File: src/rtl/cfg_win_pkg.sv
`timescale 1ns/1ps
package cfg_win_pkg;
  localparam int BYTE_W = 8;

  typedef logic [BYTE_W-1:0] byte_t;

  typedef enum logic [1:0] {
    LK_SEALED = 2'd0,
    LK_HALF   = 2'd1,
    LK_OPEN   = 2'd2
  } lock_state_t;

  typedef enum logic [1:0] {
    PORT_NONE  = 2'd0,
    PORT_INDEX = 2'd1,
    PORT_DATA  = 2'd2
  } port_hit_t;

  localparam byte_t IDX_LDSEL   = 8'h07;
  localparam byte_t IDX_DEV_HI  = 8'h20;
  localparam byte_t IDX_DEV_LO  = 8'h21;
  localparam byte_t IDX_REV     = 8'h22;
  localparam byte_t IDX_VEND_HI = 8'h23;
  localparam byte_t IDX_VEND_LO = 8'h24;
  localparam byte_t SEALED_READ = 8'hFF;
endpackage

File: src/rtl/cfg_win_decode.sv
`timescale 1ns/1ps
module cfg_win_decode
  import cfg_win_pkg::*;
#(
  parameter int ADDR_W = 16,
  parameter int BASE_A = 16'h002E,
  parameter int BASE_B = 16'h004E
) (
  input  logic              strap_alt,
  input  logic [ADDR_W-1:0] io_addr,
  output port_hit_t         hit
);
  localparam int NUM_BASES = 2;

  logic [ADDR_W-1:0] base_tab [NUM_BASES];
  logic [ADDR_W-1:0] base_sel;

  genvar gi;
  generate
    for (gi = 0; gi < NUM_BASES; gi++) begin : g_base
      localparam int BVAL = (gi == 0) ? BASE_A : BASE_B;
      assign base_tab[gi] = BVAL[ADDR_W-1:0];
    end
  endgenerate

  always_comb begin
    base_sel = base_tab[strap_alt];
    if (io_addr == base_sel)
      hit = PORT_INDEX;
    else if (io_addr == base_sel + ADDR_W'(1))
      hit = PORT_DATA;
    else
      hit = PORT_NONE;
  end
endmodule

File: src/rtl/cfg_win_keyfsm.sv
`timescale 1ns/1ps
module cfg_win_keyfsm
  import cfg_win_pkg::*;
#(
  parameter logic [7:0] KEY_ENTER = 8'h87,
  parameter logic [7:0] KEY_EXIT  = 8'hAA
) (
  input  logic  clk,
  input  logic  rst_n,
  input  logic  idx_wr,
  input  byte_t wdata,
  output logic  unlocked,
  output logic  idx_load
);
  lock_state_t state_q, state_d;

  always_comb begin
    state_d = state_q;
    case (state_q)
      LK_SEALED: if (idx_wr && wdata == KEY_ENTER) state_d = LK_HALF;
      LK_HALF: begin
        if (idx_wr) state_d = (wdata == KEY_ENTER) ? LK_OPEN : LK_SEALED;
      end
      LK_OPEN: if (idx_wr && wdata == KEY_EXIT) state_d = LK_SEALED;
      default: state_d = LK_SEALED;
    endcase
  end

  always_ff @(posedge clk or negedge rst_n) begin
    if (!rst_n) state_q <= LK_SEALED;
    else        state_q <= state_d;
  end

  assign unlocked = (state_q == LK_OPEN);
  assign idx_load = unlocked && idx_wr && (wdata != KEY_EXIT);
endmodule

File: src/rtl/cfg_win_regs.sv
`timescale 1ns/1ps
module cfg_win_regs
  import cfg_win_pkg::*;
#(
  parameter logic [15:0] DEVICE_ID   = 16'h0A51,
  parameter logic [15:0] VENDOR_ID   = 16'h1934,
  parameter logic [7:0]  REVISION    = 8'h03,
  parameter logic [7:0]  LOCAL_LIMIT = 8'h30
) (
  input  logic  clk,
  input  logic  rst_n,
  input  logic  unlocked,
  input  logic  idx_load,
  input  logic  idx_rd,
  input  logic  data_wr,
  input  logic  data_rd,
  input  byte_t wdata,
  input  byte_t ld_rdata,
  output byte_t index_q,
  output byte_t ldsel_q,
  output logic  ld_wr_en,
  output logic  ld_rd_en,
  output byte_t rdata_q,
  output logic  rvalid_q
);
  byte_t index_d, ldsel_d, rdata_d, global_rd;
  logic  rvalid_d, is_local, ldsel_we, index_ce, ldsel_ce, rdata_ce;

  assign is_local = (index_q >= LOCAL_LIMIT);
  assign ld_wr_en = unlocked && data_wr && is_local;
  assign ld_rd_en = unlocked && data_rd && is_local;
  assign ldsel_we = unlocked && data_wr && (index_q == IDX_LDSEL);

  always_comb begin
    case (index_q)
      IDX_LDSEL:   global_rd = ldsel_q;
      IDX_DEV_HI:  global_rd = DEVICE_ID[15:8];
      IDX_DEV_LO:  global_rd = DEVICE_ID[7:0];
      IDX_REV:     global_rd = REVISION;
      IDX_VEND_HI: global_rd = VENDOR_ID[15:8];
      IDX_VEND_LO: global_rd = VENDOR_ID[7:0];
      default:     global_rd = '0;
    endcase
  end

  always_comb begin
    index_ce = idx_load;
    index_d  = wdata;
    ldsel_ce = ldsel_we;
    ldsel_d  = wdata;
    rvalid_d = idx_rd || data_rd;
    rdata_ce = rvalid_d;
    if (!unlocked)     rdata_d = SEALED_READ;
    else if (idx_rd)   rdata_d = index_q;
    else if (is_local) rdata_d = ld_rdata;
    else               rdata_d = global_rd;
  end

  always_ff @(posedge clk or negedge rst_n) begin
    if (!rst_n) begin
      index_q  <= '0;
      ldsel_q  <= '0;
      rdata_q  <= '0;
      rvalid_q <= 1'b0;
    end else begin
      if (index_ce) index_q <= index_d;
      if (ldsel_ce) ldsel_q <= ldsel_d;
      if (rdata_ce) rdata_q <= rdata_d;
      rvalid_q <= rvalid_d;
    end
  end
endmodule

File: src/rtl/cfg_window_top.sv
`timescale 1ns/1ps
module cfg_window_top
  import cfg_win_pkg::*;
#(
  parameter int          ADDR_W      = 16,
  parameter int          BASE_A      = 16'h002E,
  parameter int          BASE_B      = 16'h004E,
  parameter logic [7:0]  KEY_ENTER   = 8'h87,
  parameter logic [7:0]  KEY_EXIT    = 8'hAA,
  parameter logic [15:0] DEVICE_ID   = 16'h0A51,
  parameter logic [15:0] VENDOR_ID   = 16'h1934,
  parameter logic [7:0]  REVISION    = 8'h03,
  parameter logic [7:0]  LOCAL_LIMIT = 8'h30
) (
  input  logic              clk,
  input  logic              rst_n,
  input  logic              strap_alt,
  input  logic              io_strobe,
  input  logic              io_write,
  input  logic [ADDR_W-1:0] io_addr,
  input  logic [7:0]        io_wdata,
  output logic [7:0]        io_rdata,
  output logic              io_rvalid,
  output logic [7:0]        ld_sel,
  output logic [7:0]        ld_reg_idx,
  output logic              ld_wr_en,
  output logic              ld_rd_en,
  output logic [7:0]        ld_wdata,
  input  logic [7:0]        ld_rdata
);
  logic [1:0] rst_sync_q;
  logic       rst_int_n;
  port_hit_t  hit;
  logic       idx_wr, idx_rd, data_wr, data_rd;
  logic       unlocked, idx_load;

  always_ff @(posedge clk or negedge rst_n) begin
    if (!rst_n) rst_sync_q <= 2'b00;
    else        rst_sync_q <= {rst_sync_q[0], 1'b1};
  end
  assign rst_int_n = rst_sync_q[1];

  cfg_win_decode #(
    .ADDR_W (ADDR_W),
    .BASE_A (BASE_A),
    .BASE_B (BASE_B)
  ) u_decode (
    .strap_alt (strap_alt),
    .io_addr   (io_addr),
    .hit       (hit)
  );

  assign idx_wr  = io_strobe &&  io_write && (hit == PORT_INDEX);
  assign idx_rd  = io_strobe && !io_write && (hit == PORT_INDEX);
  assign data_wr = io_strobe &&  io_write && (hit == PORT_DATA);
  assign data_rd = io_strobe && !io_write && (hit == PORT_DATA);

  cfg_win_keyfsm #(
    .KEY_ENTER (KEY_ENTER),
    .KEY_EXIT  (KEY_EXIT)
  ) u_keyfsm (
    .clk      (clk),
    .rst_n    (rst_int_n),
    .idx_wr   (idx_wr),
    .wdata    (io_wdata),
    .unlocked (unlocked),
    .idx_load (idx_load)
  );

  cfg_win_regs #(
    .DEVICE_ID   (DEVICE_ID),
    .VENDOR_ID   (VENDOR_ID),
    .REVISION    (REVISION),
    .LOCAL_LIMIT (LOCAL_LIMIT)
  ) u_regs (
    .clk      (clk),
    .rst_n    (rst_int_n),
    .unlocked (unlocked),
    .idx_load (idx_load),
    .idx_rd   (idx_rd),
    .data_wr  (data_wr),
    .data_rd  (data_rd),
    .wdata    (io_wdata),
    .ld_rdata (ld_rdata),
    .index_q  (ld_reg_idx),
    .ldsel_q  (ld_sel),
    .ld_wr_en (ld_wr_en),
    .ld_rd_en (ld_rd_en),
    .rdata_q  (io_rdata),
    .rvalid_q (io_rvalid)
  );

  assign ld_wdata = io_wdata;
endmodule

File: config.mk
export PLATFORM = sky130hd
export DESIGN_NAME = cfg_window_top
export DESIGN_NICKNAME = d
export VERILOG_FILES = /design/src/rtl/cfg_win_pkg.sv /design/src/rtl/cfg_win_decode.sv /design/src/rtl/cfg_win_keyfsm.sv /design/src/rtl/cfg_win_regs.sv /design/src/rtl/cfg_window_top.sv
export SDC_FILE = /design/constraint.sdc
export NUM_CORES = 1
export LEC_CHECK = 0
export BUFFER_PORTS_ARGS = -buffer_cell sky130_fd_sc_hd__buf_2
export CORE_UTILIZATION = 40
export CTS_CLUSTER_SIZE = 25
export DETAILED_ROUTE_END_ITERATION = 8
export MAX_ROUTING_LAYER = met4
export PLACE_DENSITY = 0.71
export SLEW_MARGIN = 10
export SYNTH_ARGS = -nofsm -noshare
export SYNTH_HDL_FRONTEND = slang
export SYNTH_SLANG_ARGS = --single-unit
File: constraint.sdc
create_clock -name clk -period 1.5 [get_ports clk]
set_clock_uncertainty 0.2 [all_clocks]
set_input_delay 0.15 -clock clk [delete_from_list [all_inputs] [get_ports clk]]
set_output_delay 0.15 -clock clk [all_outputs]
set_load 0.02 [all_outputs]
# Word level (Yosys, flattened, before mapping)
# Cells that the tools add are included.
# totals
elab_cells	61
reg_bits	29
output_inout_bits	35
inputBits	37
# classes
magnitude_cmp	2
eq_ne	18
n_bitwise	1
add_sub_neg	1
mux	14
reduce_logical	19
# ops
cell	n
$pmux W8 S6	1
$eq A8 B6 Y1 const B	5
$eq A16 B16 Y1	2
$mux W16	2
$mux W8	3
$add A16 B1 Y16 const B	1
$eq A8 B8 Y1 const B	2
$logic_and A1 B1 Y1	15
$mux W2	6
$eq A8 B3 Y1 const B	1
$ge A8 B6 Y1 const B	1
$ne A8 B8 Y1 const B	1
$mux W7	1
$pmux W2 S3	1
$eq A2 B1 Y1 const B	2
$eq A2 B2 Y1 const B	2
$ne A2 B1 Y1 const B	2
$reduce_and A3 Y1	1
$ge A2 B2 Y1 const B	1
$logic_not A2 Y1	1
$ne A2 B2 Y1 const B	1
$not A1 Y2	1
$logic_not A1 Y1	1
$logic_or A1 B1 Y1	1

# Longest topological paths before layout
# depth
depth_word	13
ltp_mapped	7
ltp_nobuf	4

# Modules after synthesis
# A second synthesis with hierarchy kept.
# unflattened
hier_cells	145
hier_area_um2	1602.8
# modules_own_cells
mod	seq_area_each_um2	area_per_inst_um2	cells_each	n_inst
cfg_win_regs	625.6	1208.7	105	1
cfg_window_top	50.0	161.4	15	1
cfg_win_keyfsm	50.0	137.6	13	1
cfg_win_decode	0.0	95.1	12	1

# Worst setup path before layout
# Ideal clock, no wire load.
# synth_timing
kind	register to register
from	register u_regs.index_q[0]
to	register u_regs.ldsel_q[0]
path_stages_with_launch	8
n_path_buf	3
arrival_ps	1925
required_ps	1175
synth_period_minus_slack_ps	2250
path_slack_ps	-750
setup_ps	125
path_cell_list	dfrtp_1 > buf_2 > and3b_1 > clkbuf_1 > nand4_1 > nor4bb_1 > buf_2 > mux2_2
# synth_between
elab_chain_len	2
# synth_rtl
element	line	rtl
start, declared	cfg_win_regs.sv:19	output byte_t index_q,
start signal, assigned	cfg_win_regs.sv:66	if (index_ce) index_q <= index_d;
$eq A8 B3 Y1	cfg_win_regs.sv:32	assign ldsel_we = unlocked && data_wr && (index_q == IDX_LDSEL);
$logic_and A1 B1 Y1	cfg_win_regs.sv:32	
end signal, assigned	cfg_win_regs.sv:67	if (ldsel_ce) ldsel_q <= ldsel_d;
end, declared	cfg_win_regs.sv:20	output byte_t ldsel_q,
# No other way between the ends.
# A chain may end at the register's enable or synchronous reset.

# Worst setup path after layout
# layout_timing
from	register u_regs.index_q[6]
to	register u_regs.ldsel_q[7]
# The elaborated chain is that of the path after synthesis.

==> qor.yml <==
routed_length_per_instance_um: 17.33
worstSetupEndpointType: "register"
coreArea_um2: 4115
critical_path_arrival_ps: 2070
hold_path.startpoint: "io_wdata[4]"
clkSinkCount: 29
num_vias: 1871
cp.required_ps: 1460
clkTransAtPathRegs_ps: 60
mostFrequentLayoutCells: "66 x buf_2, 56 x buf_4, 23 x dfrtp_1"
final_core_utilization: 0.7276
tritoncts_clock_tree: "yes"
tritoncts.num_buffers: 5
synth_edf_count: 0
ctsRootBufferMaster: "clkbuf_8"
worst_path_largest_cell_delay_ps: 420
htree_num_levels: 2
drc: 0
antenna-diode-count: 0
cp-start-kind: "register"
netlist_instances: 162
timing_worst_setup_path_type: "register to register"
floorplan.initialDensity: 0.4272
total_leakage_power_uw: 0.001514
synth_flop_cell: "dfrtp_1"
cpLargestDelayFamily: "simple AND/OR/NAND/NOR gates"
mostFrequentLayoutCell: "buf_2"
worstRegToRegCells: 5
post-route-min-period_ps: 2109
final-hold-violation-count: 0
ant_nets: 0
yosysTopAreaCell: "dfrtp_1"
vias_per_cell: 5.519
finalNetCount: 325
ir_drop_uv: 497.9
synth_seq_cells: 29
detail_route.first_pass.iterations: 4
worst_hold_path.endpoint: "u_regs.index_q[4]"
average_size_of_a_mapped_cell_um2: 10.85
synth_top_area_frac: 0.4128
fp.dieW_um: 68.30
initial_antenna_violation_count: 0
leading_cell_types_by_total_area_after_synthesis: "dfrtp_1 41%, mux2_2 8.3%, mux2_4 6.8%"
drive_above_1_share: 0.6920
final-setup-viol-count: 28
worstSkewPairLatency_ps: 280
ys_async_rst_share: 1.000
final.setup.worst_slack_ps: -608.8
critical_path.cell_chain: "nor4_4 -> nand4_1 -> nor4bb_2 -> buf_4 -> mux2_4"
vias_in_the_first_global_route: 1828
synth.yosys.seq_area_share: 0.4128
cp_slowest_cell: "dfrtp_2"
yosys_warnings: 0
die-height_um: 68.30
placed_cell_area_um2: 2574
netlist_area_um2: 1758
critPathMaxFanout: 8
ratio_of_final_minimum_period_to_clock_period: 1.406
drt_iter0_drc: 112
grt_usage: 0.2630
report.final.slew_viol_count: 0
placed_instances: 320
timing.hold.worst_path_depth: 3
rr_endpoint: "u_regs.ldsel_q[7]"
count_of_unique_library_cells_instantiated_by_yosys: 49
power_density_nw_per_um2: 544.2
drv.max_cap_violation_count: 0
grt-ovfl-total: 0
area_growth_syn_to_layout_pct: 70.32
synthesis.nets: 199
run_status: "finished with violations"
violations: "setup timing"
final_design_area_no_fill_um2: 2994
place_hpwl_um: 3861
floorplan.die_area_um2: 4664
cts-root-to-sink-buffers: 2
port_buffers: 71
pin_count: 72
regToRegStartpoint: "u_regs.index_q[6]"
cp_num_buf_inv: 1
row_count: 23
max_freq_ghz: 0.4742
finish.cell_count_without_fillers: 339
timing.hold.worst.class: "input pin to register"
route.final.wire_length_um: 5874
regToRegSetupSlack_ps: -610
wire_length_of_the_first_global_routing_pass_um: 8542
grt_start_max_net_pins: 28
grt_setup_unrepaired: "true"
weighted_congestion_reported_at_the_end_of_routability_driven_placement: 0.8786
==> how the worst max path moves through the flow <==
| stage | endpoint | startpoint | cells past startpoint |
|---|---|---|---|
| 3_3_place_gp | u_regs.index_q[7] | io_addr[4] | 6 |
| 4_1_cts | u_regs.ldsel_q[3] | u_regs.index_q[6] | 5 |
| 2_1_floorplan | u_regs.ldsel_q[1] | u_regs.index_q[1] | 7 |
| 5_1_grt | u_regs.ldsel_q[5] | u_regs.index_q[6] | 5 |
| 3_5_place_dp | u_regs.index_q[1] | io_addr[4] | 6 |
| 6_report | u_regs.ldsel_q[7] | u_regs.index_q[6] | 5 |
==> synth_stat cells (3+ instances only) <==
cell and instances:
dfrtp_1 29, mux2_2 13, a21oi_1 9, buf_4 9, mux2_4 8, nor2_1 8, nand4_1 7, nor2b_1 6
clkbuf_1 5, o211ai_1 5, nor4_1 4, and4b_1 3, buf_2 3, inv_1 3, nand2_1 3, nor3_1 3
or4bb_1 3
==> cell type report <==
cell class / instances / area [um2]
clock buffer: 8 / 80.08
fill: 281 / 1121
inverter: 3 / 11.26
multi-input combinational: 111 / 1170
sequential: 29 / 733.2
tap: 50 / 62.56
timing repair buffer: 138 / 937.1
==> logic make-up (layout without fill, tap and decap cells) <==
| group | count (synthesis) | in the layout | share of synthesized area |
|---|---|---|---|
| xor gates and xnor gates | 1 | 1 | 0.004983 |
| muxes | 21 | 21 | 0.1516 |
| and+or+nand+nor | 56 | 56 | 0.2235 |
| other | 1 | 1 | 0.002133 |
| DFF | 29 | 29 | 0.4128 |
| buffers and inverters | 22 | 149 | 0.07330 |
| AOI/OAI and AO/OA | 32 | 32 | 0.1317 |
==> routing by layer <==
metal	vias up	GRT usage	wire [um]
li1	866	-	-
met5	-	-	0
met1	913	0.2968	2402
met4	0	0.1484	225
met2	72	0.4252	2961
met3	20	0.06167	284
==> tightest hold or removal path, cell delays in order <==
cell and delay, ps:
buf_2 80, buf_4 100, mux2_4 120
==> through the flow <==
stage / total power [uW] / worst slack [ps] / hold WS, ps / TNS [ps]
3_5_place_dp: 1005 / -708.8 / -259.4 / -15450
6_report: 1630 / -608.8 / 11.95 / -11830
2_1_floorplan: 882.4 / -568.1 / -345.6 / -10890
3_3_place_gp: 1003 / -714.5 / -264.2 / -15490
4_1_cts: 1621 / -598.0 / 7.962 / -11590
5_1_grt: 1695 / -681.5 / 16.16 / -13030
==> repair_timing <==
| action | 4_1_cts | 5_1_grt |
|---|---|---|
| resized for setup | 38 | 14 |
| hold buffers | 2 | 0 |
| endpoints found under the hold margin | 2 | 0 |
| setup buffers | 11 | 2 |
| endpoints found under the setup margin | 27 | 28 |
| pin swaps | 21 | 16 |
==> sequential cells by signal, summed over array words and instances (netlist names) <==
register          flops
u_regs.ldsel_q        8
rst_sync_q            2
u_regs.index_q        8
u_regs.rvalid_q       1
u_regs.rdata_q        8
u_keyfsm.state_q      2
==> power by group <==
group	total (uW)	leakage, uW	switching [uW]	internal [uW]
logic	231	0.00109	115	115
clock network	612	0.0000395	284	329
registers	786	0.000385	0.926	785
No activity file was read; power rests on OpenSTA's default activity.
